--- src/rtl/pm_pkg.sv ---
package pm_pkg;

  localparam int unsigned CODE_W    = 5;
  localparam int unsigned NUM_CODES = 1 << CODE_W;

  // Lower bound of the page count for a given code (piecewise-linear steps).
  function automatic int unsigned code_threshold(input int unsigned k);
    int unsigned t;
    if (k < 8)
      t = k;
    else if (k < 17)
      t = 8 + 2 * (k - 8);
    else if (k < 25)
      t = 32 + 8 * (k - 17);
    else
      t = 128 + 64 * (k - 25);
    return t;
  endfunction

endpackage

--- src/rtl/pm_run_detector.sv ---
module pm_run_detector #(
  parameter int unsigned RUN_LEN = 3
) (
  input  logic clk,
  input  logic rst,
  input  logic in_valid,
  input  logic in_bit,
  output logic hit
);

  localparam int unsigned HW       = RUN_LEN - 1;
  localparam int unsigned FW       = $clog2(RUN_LEN) + 1;
  localparam logic [FW-1:0] FILL_MAX = FW'(HW);

  logic [HW-1:0] hist_q;
  logic [FW-1:0] fill_q;
  logic          full;

  assign full = (fill_q == FILL_MAX);
  assign hit  = in_valid && full && (hist_q == {HW{in_bit}});

  always_ff @(posedge clk) begin
    if (rst) begin
      hist_q <= '0;
      fill_q <= '0;
    end else if (in_valid) begin
      hist_q <= {hist_q[HW-2:0], in_bit};
      if (!full)
        fill_q <= fill_q + 1'b1;
    end
  end

endmodule

--- src/rtl/pm_page_counter.sv ---
module pm_page_counter #(
  parameter int unsigned PAGE_BITS = 1024,
  parameter int unsigned SAT_COUNT = 512
) (
  input  logic                         clk,
  input  logic                         rst,
  input  logic                         in_valid,
  input  logic                         hit,
  output logic                         page_end,
  output logic [$clog2(SAT_COUNT+1)-1:0] final_cnt,
  output logic [$clog2(SAT_COUNT+1)-1:0] cnt,
  output logic [$clog2(PAGE_BITS)-1:0] bit_cnt
);

  localparam int unsigned CW = $clog2(SAT_COUNT + 1);
  localparam int unsigned BW = $clog2(PAGE_BITS);
  localparam logic [CW-1:0] SAT_V  = CW'(SAT_COUNT);
  localparam logic [BW-1:0] LAST_V = BW'(PAGE_BITS - 1);

  assign page_end  = in_valid && (bit_cnt == LAST_V);
  assign final_cnt = (hit && cnt != SAT_V) ? cnt + 1'b1 : cnt;

  always_ff @(posedge clk) begin
    if (rst) begin
      cnt     <= '0;
      bit_cnt <= '0;
    end else if (in_valid) begin
      if (page_end) begin
        cnt     <= '0;
        bit_cnt <= '0;
      end else begin
        cnt     <= final_cnt;
        bit_cnt <= bit_cnt + 1'b1;
      end
    end
  end

endmodule

--- src/rtl/pm_log_encoder.sv ---
module pm_log_encoder
  import pm_pkg::*;
#(
  parameter int unsigned CW = 10
) (
  input  logic [CW-1:0]     count,
  output logic [CODE_W-1:0] code
);

  logic [NUM_CODES-2:0] above;

  // One comparator per code step; the steps are monotone, so the code
  // equals the number of thresholds passed.
  for (genvar k = 1; k < NUM_CODES; k++) begin : g_step
    localparam logic [CW-1:0] TH = CW'(code_threshold(k));
    assign above[k-1] = (count >= TH);
  end

  always_comb begin
    code = '0;
    for (int i = 0; i < NUM_CODES - 1; i++)
      code = code + CODE_W'(above[i]);
  end

endmodule

--- src/rtl/page_power_meter.sv ---
module page_power_meter
  import pm_pkg::*;
#(
  parameter int unsigned PAGE_BITS = 1024,
  parameter int unsigned RUN_LEN   = 3,
  parameter int unsigned SAT_COUNT = 512
) (
  input  logic              clk,
  input  logic              rst,
  input  logic              in_valid,
  input  logic              in_bit,
  output logic              pwr_valid,
  output logic [CODE_W-1:0] pwr_code
);

  localparam int unsigned CW = $clog2(SAT_COUNT + 1);
  localparam int unsigned BW = $clog2(PAGE_BITS);

  logic              hit;
  logic              page_end;
  logic [CW-1:0]     final_cnt;
  logic [CW-1:0]     cnt;
  logic [BW-1:0]     bit_cnt;
  logic [CODE_W-1:0] enc_code;

  pm_run_detector #(.RUN_LEN(RUN_LEN)) u_runs (
    .clk      (clk),
    .rst      (rst),
    .in_valid (in_valid),
    .in_bit   (in_bit),
    .hit      (hit)
  );

  pm_page_counter #(.PAGE_BITS(PAGE_BITS), .SAT_COUNT(SAT_COUNT)) u_page (
    .clk       (clk),
    .rst       (rst),
    .in_valid  (in_valid),
    .hit       (hit),
    .page_end  (page_end),
    .final_cnt (final_cnt),
    .cnt       (cnt),
    .bit_cnt   (bit_cnt)
  );

  pm_log_encoder #(.CW(CW)) u_enc (
    .count (final_cnt),
    .code  (enc_code)
  );

  always_ff @(posedge clk) begin
    if (rst) begin
      pwr_valid <= 1'b0;
      pwr_code  <= '0;
    end else begin
      pwr_valid <= page_end;
      if (page_end)
        pwr_code <= enc_code;
    end
  end

endmodule

--- config.mk ---
export PLATFORM = sky130hd
export DESIGN_NAME = page_power_meter
export DESIGN_NICKNAME = d
export VERILOG_FILES = /design/src/rtl/pm_pkg.sv /design/src/rtl/pm_run_detector.sv /design/src/rtl/pm_page_counter.sv /design/src/rtl/pm_log_encoder.sv /design/src/rtl/page_power_meter.sv
export SDC_FILE = /design/constraint.sdc
export NUM_CORES = 1
export LEC_CHECK = 0
export BUFFER_PORTS_ARGS = -buffer_cell sky130_fd_sc_hd__buf_4
export CAP_MARGIN = 20
export CORE_MARGIN = 8
export CORE_UTILIZATION = 59
export CTS_CLUSTER_DIAMETER = 40
export DETAILED_ROUTE_END_ITERATION = 16
export PLACE_DENSITY = 0.83
export SLEW_MARGIN = 20
export SYNTH_ARGS = -nofsm -noshare
export SYNTH_HDL_FRONTEND = slang
export SYNTH_SLANG_ARGS = --single-unit
--- constraint.sdc ---
create_clock -name clk -period 9.3 [get_ports clk]
set_clock_uncertainty 0.05 [all_clocks]
set_input_delay 0 -clock clk [delete_from_list [all_inputs] [get_ports clk]]
set_output_delay 0 -clock clk [all_outputs]
set_load 0.005 [all_outputs]
* Yosys cells after proc, flatten, opt, wreduce, memory -nomap -nowiden
Index checks and enable logic that the tools add are counted.
Word-level totals: word-level logic and storage cells 83, register bits 31, output and inout bits 6, input port bits 4
Operators by class: add/sub/neg operators 33, muxes and demuxes 3, bitwise logic cells 1, reduce and logical (&&, ||, !) cells 5, order comparisons 31, eq/ne operators 4
Operator list (count):
- $add 5x1->5 | 29
- $ge 10x5->1 const B | 5
- $ge 10x3->1 const B | 4
- $ge 10x4->1 const B | 4
- $ge 10x6->1 const B | 4
- $ge 10x7->1 const B | 4
- $ge 10x9->1 const B | 4
- $mux 10 | 3
- $add 10x1->10 const B | 2
- $ge 10x2->1 const B | 2
- $ge 10x8->1 const B | 2
- $eq 10x10->1 const B | 1
- $ge 10x1->1 const B | 1
- $ge 10x10->1 const B | 1
- $ne 10x10->1 const B | 1
- $logic_and 1x1->1 | 4
- $add 3x1->3 const B | 1
- $eq 3x2->1 const B | 1
- $add 1x1->2 | 1
- $eq 2x2->1 | 1
- $reduce_and 2->1 | 1
- $not 1->1 | 1

* Longest topological paths before layout
Gate-level depths: netlist of the first run.
depth after elaboration 36, mapped depth 25, gate-level depth less buffers 25

* Modules after synthesis
A second synthesis of the first run with hierarchy kept.
Second synthesis, totals: cell total of the unflattened synthesis 300, area total of the unflattened synthesis 2658.8 µm²
By module, submodules not included:
- pm_page_counter | instances 1, cells each 139, area each 1193.6 µm², seq. area each 400.4 µm²
- pm_log_encoder | instances 1, cells each 116, area each 1001.0 µm², seq. area each 0.0 µm²
- pm_run_detector | instances 1, cells each 27, area each 257.7 µm², seq. area each 100.1 µm²
- page_power_meter | instances 1, cells each 18, area each 206.4 µm², seq. area each 120.1 µm²

* Worst setup path before layout of the first run
No wires, ideal clock.
kind register to register, start point reg u_runs.hist_q[1], end point reg pwr_code[4], required time 9.184 ns, buffers on the path 2, data arrival time 6.737 ns, stages on the path, launching flop included 25, slack 2.448 ns, library setup time 0.066 ns, clock period less this slack 6.852 ns, path through dfxtp_1 -> or3_1 -> buf_6 -> a2111oi_4 -> nand4_2 -> a211oi_4 -> buf_6 -> nand3_1 -> ha_1 -> fa_1 -> fa_1 -> fa_1 -> fa_1 -> inv_1 -> fa_1 -> fa_1 -> inv_1 -> ha_1 -> inv_1 -> fa_1 -> nor2b_1 -> o21a_1 -> nor3_1 -> o31ai_1 -> nor2b_1
Between the ends: word-level cells in the longest chain between the ends 35, elaborated cells between the ends (all ways) 65, classes of those cells add/sub: 30; order compare: 31; eq/ne: 1; mux: 1; reduce/logical: 2
Ends and longest elaborated chain:
- from (decl) | line pm_run_detector.sv:15 | logic [HW-1:0] hist_q;
- from (signal assigned) | line pm_run_detector.sv:27 | hist_q <= {hist_q[HW-2:0], in_bit};
- $eq 2x2->1 * | line pm_run_detector.sv:20 | assign hit = in_valid && full && (hist_q == {HW{in_bit}});
- $logic_and 1x1->1 * | line pm_run_detector.sv:20
- $logic_and 1x1->1 * | line pm_page_counter.sv:21 | assign final_cnt = (hit && cnt != SAT_V) ? cnt + 1'b1 : cnt;
- $mux 10 * | line pm_page_counter.sv:21
- $ge 10x1->1 / $ge 10x2->1 (equally long branches) | line pm_log_encoder.sv:16 | assign above[k-1] = (count >= TH);
- $add 1x1->2 | line pm_log_encoder.sv:22 | code = code + CODE_W'(above[i]);
- $add 5x1->5 (28 in series) | line pm_log_encoder.sv:22
- $add 5x1->5 * | line pm_log_encoder.sv:22
- to (signal assigned) | line page_power_meter.sv:57 | pwr_code <= enc_code;
- to (decl) | line page_power_meter.sv:13 | output logic [CODE_W-1:0] pwr_code
Mark *: on every way between the ends. The rest lies on a longest branch, timed or not. A chain may end at the register's enable or synchronous reset.

* Final worst setup path of the first run
start point in in_bit, end point reg pwr_code[4]
Between the ends: word-level cells in the longest chain between the ends 35, elaborated cells between the ends (all ways) 65, classes of those cells add/sub: 30; order compare: 31; eq/ne: 1; mux: 1; reduce/logical: 2
Ends and longest elaborated chain:
- from (decl) | line page_power_meter.sv:11 | input logic in_bit,
- $eq 2x2->1 * | line pm_run_detector.sv:20
- $logic_and 1x1->1 * | line pm_run_detector.sv:20
- $logic_and 1x1->1 * | line pm_page_counter.sv:21
- $mux 10 * | line pm_page_counter.sv:21
- $ge 10x1->1 / $ge 10x2->1 (equally long branches) | line pm_log_encoder.sv:16
- $add 1x1->2 | line pm_log_encoder.sv:22
- $add 5x1->5 (28 in series) | line pm_log_encoder.sv:22
- $add 5x1->5 * | line pm_log_encoder.sv:22
Marked as above.

==> flow_metrics.env, run 1 <==
export IMPL_outcome="finished clean"
export IMPL_drtAntennaViolNets=0
export IMPL_power_clock_fraction=0.381
export IMPL_fin_setup_tns_ns=0
export IMPL_cts_resized=0
export IMPL_r2r_cells=22
export IMPL_cts_root_buffer="clkbuf_8"
export IMPL_dp_cells=347
export IMPL_power_density_nw_per_um2=92.1
export IMPL_via_per_inst=5.71
export IMPL_p_switching_mw=0.0610
export IMPL_rr_endpoint="pwr_code[4]"
export IMPL_final_cells=358
export IMPL_p_leak_nw=1.23
export IMPL_vias=2045
export IMPL_maxSlewHeadroom=0.566
export IMPL_critPathKind="input port to flop"
export IMPL_synth_edf_count=0
export IMPL_htree_levels=2
export IMPL_die_x_um=82.7
export IMPL_hp_class="input port to flop"
export IMPL_grt_max_degree=19
export IMPL_routed_wl_mm=5.11
export IMPL_mostFrequentLayoutCell="nor2_1"
export IMPL_yosysTopAreaCellShare=0.237
export IMPL_crit_chain="dlygate4sd3_1 > buf_4 > or3_1 > a2111oi_4 > nand4_2 > a211oi_4 > nand3_1 > ha_1 > fa_1 > fa_1 > fa_1 > fa_1 > inv_1 > fa_1 > fa_1 > inv_1 > ha_1 > inv_1 > fa_1 > nor2b_1 > o21a_1 > nor3_1 > o31ai_1 > nor2b_1"
export IMPL_synth_area_leaders="dfxtp_1 (24%), fa_1 (18%), ha_1 (6.7%)"
export IMPL_holdPathStages=2
export IMPL_cp_end_kind="flop"
export IMPL_layout_nets=346
export IMPL_layout_worst_path_cycle_share=0.798
export IMPL_antenna_found_initial=0
export IMPL_multi_input_area_sq_um=1810
export IMPL_grt_pass1_vias=2044
export IMPL_cp_start_kind="input port"
export IMPL_dieArea_sq_um=6830
export IMPL_worst_pin_slew_ns=0.644
export IMPL_startpoint="in_bit"
export IMPL_diodes=0
export IMPL_clk_latency_ns=0.27
export IMPL_wl_per_cell_um=14.3
export IMPL_synth_distinct_cells=48
export IMPL_vdd_drop_max_mv=0.115
export IMPL_hpwl_mm=4.10
export IMPL_area_growth_pct=6.73
export IMPL_io_buffer_count=9
export IMPL_synth_cells=300
export IMPL_dieHeight_um=82.7
export IMPL_cts_buffers=5
export IMPL_drc=0
export IMPL_ys_seq_area_frac=0.237
export IMPL_yosys_warnings=0
export IMPL_final_hold_violation_count=0
export IMPL_required_ns=9.46
export IMPL_initial_core_util=0.606
export IMPL_power_mw=0.258
export IMPL_globalRouteTotalUtil=0.167
export IMPL_fillCellCount=375
export IMPL_cap_violations=0
export IMPL_finish_utilization=0.647
export IMPL_cp_max_fo=17
export IMPL_path_clk_slew_ns=0.06
export IMPL_layout_drive_gt1_share=0.0686
export IMPL_sequential_cell_area_sq_um=621
export IMPL_dr_pass1_iters=4
export IMPL_slowest_stage="a211oi_4"
export IMPL_p_seq_frac=0.536
export IMPL_final_setup_viol_count=0
export IMPL_gp_congestion=0.855
export IMPL_io_pins=10
export IMPL_p_int_mw=0.197
export IMPL_clk_path_buf_depth=2
export IMPL_ys_dominant_reg_cell="dfxtp_1"
export IMPL_coreArea_sq_um=4320
export IMPL_regToRegSetupSlack_ns=1.90
export IMPL_cp_endpoint="pwr_code[4]"
export IMPL_cpPeakStageDelay_ns=0.61
export IMPL_drt_iter0_drc=138
export IMPL_path_common_cell="fa_1"
export IMPL_cts_sinks=31
export IMPL_fin_crit_ns=7.42
export IMPL_syn_cell_area_sq_um=2620
export IMPL_grt_overflow=0
export IMPL_final_cell_mix="nor2_1 (35), inv_1 (32), dfxtp_1 (31), fa_1 (23), nand2_1 (21)"
export IMPL_async_reset_ff_frac=0
export IMPL_yosysTopAreaCell="dfxtp_1"
export IMPL_combPwrFrac=0.083
export IMPL_row_count=24
export IMPL_avgSynthCellArea_sq_um=8.74
export IMPL_synth_seq_cells=31
export IMPL_grt_pass1_wl_mm=8.94
export IMPL_drv_slew=0
export IMPL_synth_nets=341
export IMPL_rsz0062_at_grt="false"
export IMPL_fmax_mhz=135
export IMPL_r2r_start="u_runs.hist_q[1]"
export IMPL_cts_tree="yes"
export IMPL_crit_arrival_ns=7.58
export IMPL_switching_share=0.237
[layer usage]
| metal | vias to the layer above | wire length [um] | part of all wire | global-route usage |
|---|---|---|---|---|
| met3 | 8 | 183 | 0.036 | 0.0346 |
| li1 | 1026 | - | - | - |
| met4 | 0 | 58 | 0.011 | 0.0448 |
| met5 | - | 0 | 0 | 0 |
| met2 | 39 | 2590 | 0.51 | 0.287 |
| met1 | 972 | 2280 | 0.45 | 0.207 |
[critical path: cells and delay by family]
| family | cells | cell delay, ns |
|---|---|---|
| AND/OR/NAND/NOR | 6 | 1.20 |
| buffers and inverters | 5 | 0.87 |
| adder cells (fa/ha/maj) | 9 | 4.00 |
| AO/OA/AOI/OAI | 4 | 1.51 |
[state kept, by name, summed over array words and instances (netlist names)]
name,flops
u_page.cnt,10
pwr_code,5
u_runs.fill_q,3
u_page.bit_cnt,10
u_runs.hist_q,2
pwr_valid,1
[power groups by stage]
stage	Combinational, mW	Sequential, mW	Clock [mW]
global placement	0.0198	0.141	0
global route	0.0242	0.139	0.108
detailed placement	0.0203	0.141	0
floorplan	0.0171	0.140	0
finish	0.0214	0.138	0.0982
CTS	0.0216	0.138	0.101
[how the worst min path moves through the flow]
stage,from,endpoint
2_1_floorplan,in_bit,u_runs.hist_q[0]
3_3_place_gp,in_bit,u_runs.hist_q[0]
3_5_place_dp,in_bit,u_runs.hist_q[0]
4_1_cts,in_valid,u_runs.fill_q[1]
5_1_grt,in_valid,u_page.bit_cnt[1]
6_report,in_valid,u_runs.fill_q[1]
[what timing repair did]
action                    in CTS  in global routing
buffers inserted               0                  0
hold endpoints to repair      16                  0
hold buffers                   3                  0
[through the flow]
step | hold WS [ns] | worst slack, ns | area [sq um]
6_report | 0.0469 | 1.88 | 2800
5_1_grt | 0.0590 | 1.43 | 2800
4_1_cts | 0.0367 | 1.87 | 2800
3_5_place_dp | 0.221 | 1.91 | 2690
3_3_place_gp | 0.209 | 2.11 | 2690
2_1_floorplan | 0.0974 | 2.45 | 2620
[layout make-up]
cell class | count | area share
Clock buffer | 7 | 0.0273
Clock inverter | 1 | 0.00179
Inverter | 32 | 0.0429
Multi-Input combinational cell | 223 | 0.648
Sequential cell | 31 | 0.222
Tap cell | 52 | 0.0233
Timing Repair Buffer | 12 | 0.0349
[synth_stat cells (3+ instances only)]
library cell   n
a2111o_1       3
a21oi_1       12
a31oi_1        3
and2_1         4
and3_1         3
clkbuf_1      12
dfxtp_1       31
fa_1          23
ha_1          14
inv_1         32
mux2i_1        7
nand2_1       21
nand2b_1       5
nand3_1       10
nand4_1        5
nand4b_1       3
nor2_1        35
nor2b_1        5
nor3_1         9
o211ai_1       3
o21a_1         4
o21ai_0        7
xnor2_1       11
xor2_1         9
[cell families (layout without fill, tap and decap cells)]
family / count (synthesis) / count (layout) / synth area share
simple gates: 110 / 110 / 0.209
compound gates: 48 / 48 / 0.143
buf+inv: 46 / 52 / 0.0716
fa+ha+maj: 37 / 37 / 0.242
flops: 31 / 31 / 0.237
xor+xnor: 20 / 20 / 0.0668
mux: 8 / 8 / 0.0310
Note: power is estimated with default switching activity, not from simulation.
==> run 2: changes to the inputs <==
Clock period 9.3 ns to 7.3 ns, I/O delays scaled along.
==> flow_metrics.env, run 2 (synthesized netlist as in run 1, its figures left out) <==
export IMPL_outcome="finished clean"
export IMPL_p_int_mw=0.253
export IMPL_switching_share=0.246
export IMPL_worst_pin_slew_ns=0.714
export IMPL_combPwrFrac=0.091
export IMPL_cts_buffers=5
export IMPL_fillCellCount=352
export IMPL_grt_pass1_vias=2159
export IMPL_holdWs_ns=0.0502
export IMPL_dieArea_sq_um=6830
export IMPL_grt_overflow=0
export IMPL_crit_arrival_ns=7.16
export IMPL_power_clock_fraction=0.383
export IMPL_path_common_cell="fa_1"
export IMPL_p_seq_frac=0.526
export IMPL_drc=0
export IMPL_cts_tree="yes"
export IMPL_wl_per_cell_um=15.0
export IMPL_gp_congestion=0.856
export IMPL_cap_violations=0
export IMPL_clk_latency_ns=0.28
export IMPL_power_density_nw_per_um2=116
export IMPL_dp_cells=351
export IMPL_cp_max_fo=6
export IMPL_dieHeight_um=82.7
export IMPL_vias=2116
export IMPL_io_pins=10
export IMPL_initial_core_util=0.606
export IMPL_row_count=24
export IMPL_fin_setup_tns_ns=0
export IMPL_r2r_cells=24
export IMPL_holdPathStages=2
export IMPL_fin_crit_ns=6.99
export IMPL_worst_path_stages=24
export IMPL_crit_chain="inv_1 > ha_4 > nand3b_1 > a2111oi_4 > nand4_2 > a211oi_4 > nand3_1 > ha_1 > fa_1 > fa_1 > fa_1 > fa_1 > inv_1 > fa_1 > fa_1 > inv_1 > ha_1 > inv_1 > fa_1 > nor2b_2 > o21a_1 > nor3_1 > o31ai_1 > nor2b_1"
export IMPL_grt_pass1_wl_mm=9.51
export IMPL_critPathKind="flop to flop"
export IMPL_htree_levels=2
export IMPL_mostFrequentLayoutCell="nor2_1"
export IMPL_required_ns=7.47
export IMPL_slowest_stage="fa_1"
export IMPL_final_setup_viol_count=0
export IMPL_post_place_ws_ns=0.140
export IMPL_hp_start="in_valid"
export IMPL_dr_pass1_iters=5
export IMPL_finish_utilization=0.668
export IMPL_cts_root_buffer="clkbuf_8"
export IMPL_routed_wl_mm=5.49
export IMPL_cp_end_kind="flop"
export IMPL_via_per_inst=5.80
export IMPL_setup_slack_ns=0.310
export IMPL_biggestRegsByFlops="u_page.bit_cnt x10, u_page.cnt x10, pwr_code x5"
export IMPL_io_buffer_count=9
export IMPL_coreArea_sq_um=4320
export IMPL_fmax_mhz=143
export IMPL_layout_nets=353
export IMPL_p_switching_mw=0.0825
export IMPL_placed_area_sq_um=2720
export IMPL_power_mw=0.335
export IMPL_cts_sinks=31
export IMPL_drtAntennaViolNets=0
export IMPL_hpwl_mm=4.20
export IMPL_final_hold_violation_count=0
export IMPL_rr_endpoint="pwr_code[4]"
export IMPL_final_cell_mix="nor2_1 (35), inv_1 (32), dfxtp_1 (31), fa_1 (23), nand2_1 (21)"
export IMPL_diodes=0
export IMPL_min_to="u_runs.fill_q[1]"
export IMPL_die_x_um=82.7
export IMPL_antenna_found_initial=0
export IMPL_vdd_drop_max_mv=0.158
export IMPL_layout_worst_path_cycle_share=0.958
export IMPL_layout_drive_gt1_share=0.109
export IMPL_p_leak_nw=1.27
export IMPL_final_area_sq_um=2890
export IMPL_globalRouteTotalUtil=0.180
export IMPL_cp_start_kind="flop"
export IMPL_r2r_start="u_runs.fill_q[0]"
export IMPL_area_growth_pct=10.3
export IMPL_cpPeakStageDelay_ns=0.57
export IMPL_clk_path_buf_depth=2
export IMPL_maxSlewHeadroom=0.521
export IMPL_path_clk_slew_ns=0.06
export IMPL_cp_top_family="adder cells"
export IMPL_drt_iter0_drc=201
export IMPL_regToRegSetupSlack_ns=0.31
export IMPL_path_buf_inv=4
export IMPL_drv_slew=0
export IMPL_final_cells=365
export IMPL_hp_class="input port to flop"
export IMPL_grt_max_degree=19
export IMPL_startpoint="u_runs.fill_q[0]"
## run 2: layout make-up
cell class / count / area, sq um / area share
tap: 52 / 65.1 / 0.0225
clock buffer: 7 / 76.3 / 0.0264
sequential: 31 / 621 / 0.215
timing repair buffer: 19 / 154 / 0.0532
multi-input combinational: 223 / 1850 / 0.640
clock inverter: 1 / 5.00 / 0.00173
inverter: 32 / 120 / 0.0416
## run 2: power by group through the flow
stage          registers [mW]  clock network, mW  logic, mW
3_5_place_dp            0.180                  0     0.0264
3_3_place_gp            0.179                  0     0.0252
5_1_grt                 0.177              0.137     0.0343
4_1_cts                 0.176              0.131     0.0280
2_1_floorplan           0.179                  0     0.0218
6_report                0.176              0.128     0.0305
## run 2: repair_timing
item | 4_1_cts | 5_1_grt
gates resized for setup | 0 | 9
hold buffers | 3 | 0
endpoints found under the setup margin | 0 | 4
endpoints found under the hold margin | 16 | 0
setup buffers | 0 | 3
## run 2: how the worst max path moves through the flow
stage	endpoint
2_1_floorplan	pwr_code[4]
3_3_place_gp	pwr_code[4]
3_5_place_dp	pwr_code[4]
4_1_cts	pwr_code[4]
5_1_grt	pwr_code[4]
6_report	pwr_code[4]
## run 2: metal layers
layer,vias up,global-route usage,part of all wire
met5,-,0,0
met4,0,0.0638,0.022
met1,999,0.206,0.41
met3,12,0.0476,0.049
li1,1037,-,-
met2,68,0.313,0.51
## run 2: worst register-to-register path: stages (launching register included)
cell and delay [ns]:
dfxtp_1 0.31, inv_1 0.12, ha_4 0.17, nand3b_1 0.17
a2111oi_4 0.51, nand4_2 0.24, a211oi_4 0.42, nand3_1 0.13
ha_1 0.33, fa_1 0.49, fa_1 0.57, fa_1 0.44
fa_1 0.55, inv_1 0.06, fa_1 0.51, fa_1 0.49
inv_1 0.08, ha_1 0.18, inv_1 0.06, fa_1 0.39
nor2b_2 0.14, o21a_1 0.14, nor3_1 0.05, o31ai_1 0.19
nor2b_1 0.14
==> run 3: changes to the inputs <==
Settings changed: BUFFER_PORTS_ARGS -buffer_cell sky130_fd_sc_hd__buf_4 to -buffer_cell sky130_fd_sc_hd__buf_2, CORE_ASPECT_RATIO from default to 0.75.
==> flow_metrics.env, run 3 (synthesized netlist as in run 1, its figures left out) <==
export IMPL_outcome="finished clean"
export IMPL_path_clk_slew_ns=0.07
export IMPL_initial_core_util=0.601
export IMPL_switching_share=0.244
export IMPL_drt_iter0_drc=136
export IMPL_dp_cells=355
export IMPL_cts_tree="yes"
export IMPL_hpwl_mm=4.17
export IMPL_p_seq_frac=0.466
export IMPL_routed_wl_mm=5.69
export IMPL_final_setup_viol_count=0
export IMPL_mostFrequentLayoutCell="nor2_1"
export IMPL_startpoint="in_bit"
export IMPL_final_cells=370
export IMPL_cp_max_fo=9
export IMPL_area_growth_pct=11.0
export IMPL_htree_levels=2
export IMPL_r2r_cells=24
export IMPL_fin_crit_ns=7.05
export IMPL_p_switching_mw=0.0925
export IMPL_cp_end_kind="flop"
export IMPL_grt_max_degree=19
export IMPL_setup_slack_ns=0.249
export IMPL_globalRouteTotalUtil=0.169
export IMPL_coreArea_sq_um=4360
export IMPL_final_cell_mix="nor2_1 (35), inv_1 (32), dfxtp_1 (31), fa_1 (23), nand2_1 (21)"
export IMPL_r2r_start="u_runs.fill_q[0]"
export IMPL_worst_pin_slew_ns=0.682
export IMPL_dieHeight_um=73.7
export IMPL_row_count=21
export IMPL_fin_setup_tns_ns=0
export IMPL_layout_worst_path_cycle_share=0.966
export IMPL_layout_nets=353
export IMPL_grt_overflow=0
export IMPL_biggestRegsByFlops="u_page.bit_cnt x10, u_page.cnt x10, pwr_code x5"
export IMPL_p_leak_nw=1.28
export IMPL_cap_violations=0
export IMPL_combPwrFrac=0.079
export IMPL_clk_latency_ns=0.29
export IMPL_critPathKind="input port to flop"
export IMPL_vias=2144
export IMPL_drc=0
export IMPL_fmax_mhz=142
export IMPL_die_x_um=93.0
export IMPL_post_place_ws_ns=0.187
export IMPL_cts_buffers=5
export IMPL_dr_pass1_iters=4
export IMPL_hp_start="rst"
export IMPL_maxSlewHeadroom=0.541
export IMPL_io_buffer_count=9
export IMPL_cp_start_kind="input port"
export IMPL_power_density_nw_per_um2=130
export IMPL_holdPathStages=2
export IMPL_grt_pass1_wl_mm=9.27
export IMPL_antenna_found_initial=0
export IMPL_gp_congestion=0.870
export IMPL_required_ns=7.47
export IMPL_vdd_drop_max_mv=0.164
export IMPL_wl_per_cell_um=15.4
export IMPL_grt_pass1_vias=2082
export IMPL_cts_root_buffer="clkbuf_8"
export IMPL_crit_arrival_ns=7.23
export IMPL_dieArea_sq_um=6850
export IMPL_io_pins=10
export IMPL_drv_slew=0
export IMPL_cts_sinks=31
export IMPL_via_per_inst=5.79
export IMPL_drtAntennaViolNets=0
export IMPL_final_hold_violation_count=0
export IMPL_layout_drive_gt1_share=0.128
export IMPL_power_clock_fraction=0.455
export IMPL_diodes=0
export IMPL_p_int_mw=0.286
export IMPL_hp_class="input port to flop"
export IMPL_clk_path_buf_depth=2
[run 3: changes by cell type in the layout (fill, tap and decap cells not counted), moves of 2 or more]
| cell | delta |
|---|---|
| buf_2 | +9 |
| buf_4 | -7 |
| clkbuf_1 | -2 |
| dlygate4sd3_1 | -2 |
[run 3: path summary, 6_finish.rpt]
kind	slack [ns]	to
setup reg to reg	0.27	pwr_code[4]
setup / recovery	0.25	pwr_code[4]
hold / removal	0.02	u_page.bit_cnt[6]
hold reg to reg	0.43	pwr_code[1]
[run 3: stage by stage]
stage          utilization  hold WS (ns)  instance area, sq um  power, mW
4_1_cts              0.645        0.0154                  2820      0.379
3_3_place_gp         0.617         0.219                  2690      0.204
2_1_floorplan            -        0.0974                  2620      0.201
5_1_grt              0.667        0.0304                  2910      0.390
3_5_place_dp         0.617         0.234                  2690      0.207
6_report             0.667        0.0204                  2910      0.379
[run 3: what timing repair did]
item | in CTS | in global routing
buffers inserted | 0 | 6
hold buffers | 1 | 0
setup endpoints to repair | 0 | 1
gates resized for setup | 0 | 10
hold endpoints to repair | 1 | 0
[run 3: layout make-up]
| class | instances | area, sq um |
|---|---|---|
| multi-input cells | 223 | 1860 |
| fillers | 356 | 1450 |
| flip-flops and latches | 31 | 621 |
| repair buffers | 19 | 126 |
| inverters | 32 | 120 |
| well taps | 57 | 71.3 |
| clock buffers | 5 | 68.8 |
| clock inverters | 3 | 43.8 |
[run 3: worst max-delay path: stages]
cell and delay, ns:
dlygate4sd3_1 0.53, buf_2 0.14, or3_4 0.44, a2111oi_4 0.51, nand4_2 0.23, a211oi_4 0.43
nand3_1 0.12, ha_1 0.34, fa_1 0.51, fa_1 0.56, fa_1 0.45, fa_1 0.55
inv_1 0.06, fa_1 0.51, fa_1 0.50, inv_1 0.07, ha_1 0.17, inv_1 0.05
fa_1 0.39, nor2b_2 0.15, o21a_1 0.13, nor3_1 0.05, o31ai_1 0.20, nor2b_1 0.14
[run 3: power by group through the flow]
stage | Combinational, mW | Clock, mW | Sequential [mW]
6_report | 0.0300 | 0.172 | 0.177
5_1_grt | 0.0327 | 0.180 | 0.177
4_1_cts | 0.0275 | 0.175 | 0.176
3_5_place_dp | 0.0267 | 0 | 0.180
3_3_place_gp | 0.0248 | 0 | 0.179
2_1_floorplan | 0.0218 | 0 | 0.179
[run 3: metal layers]
layer  track usage  vias to the layer above  share of wire
met4        0.0463                        0          0.013
met5             0                        -              0
met3        0.0429                       13          0.065
li1              -                     1043              -
met2         0.279                       67           0.48
met1         0.213                     1021           0.44
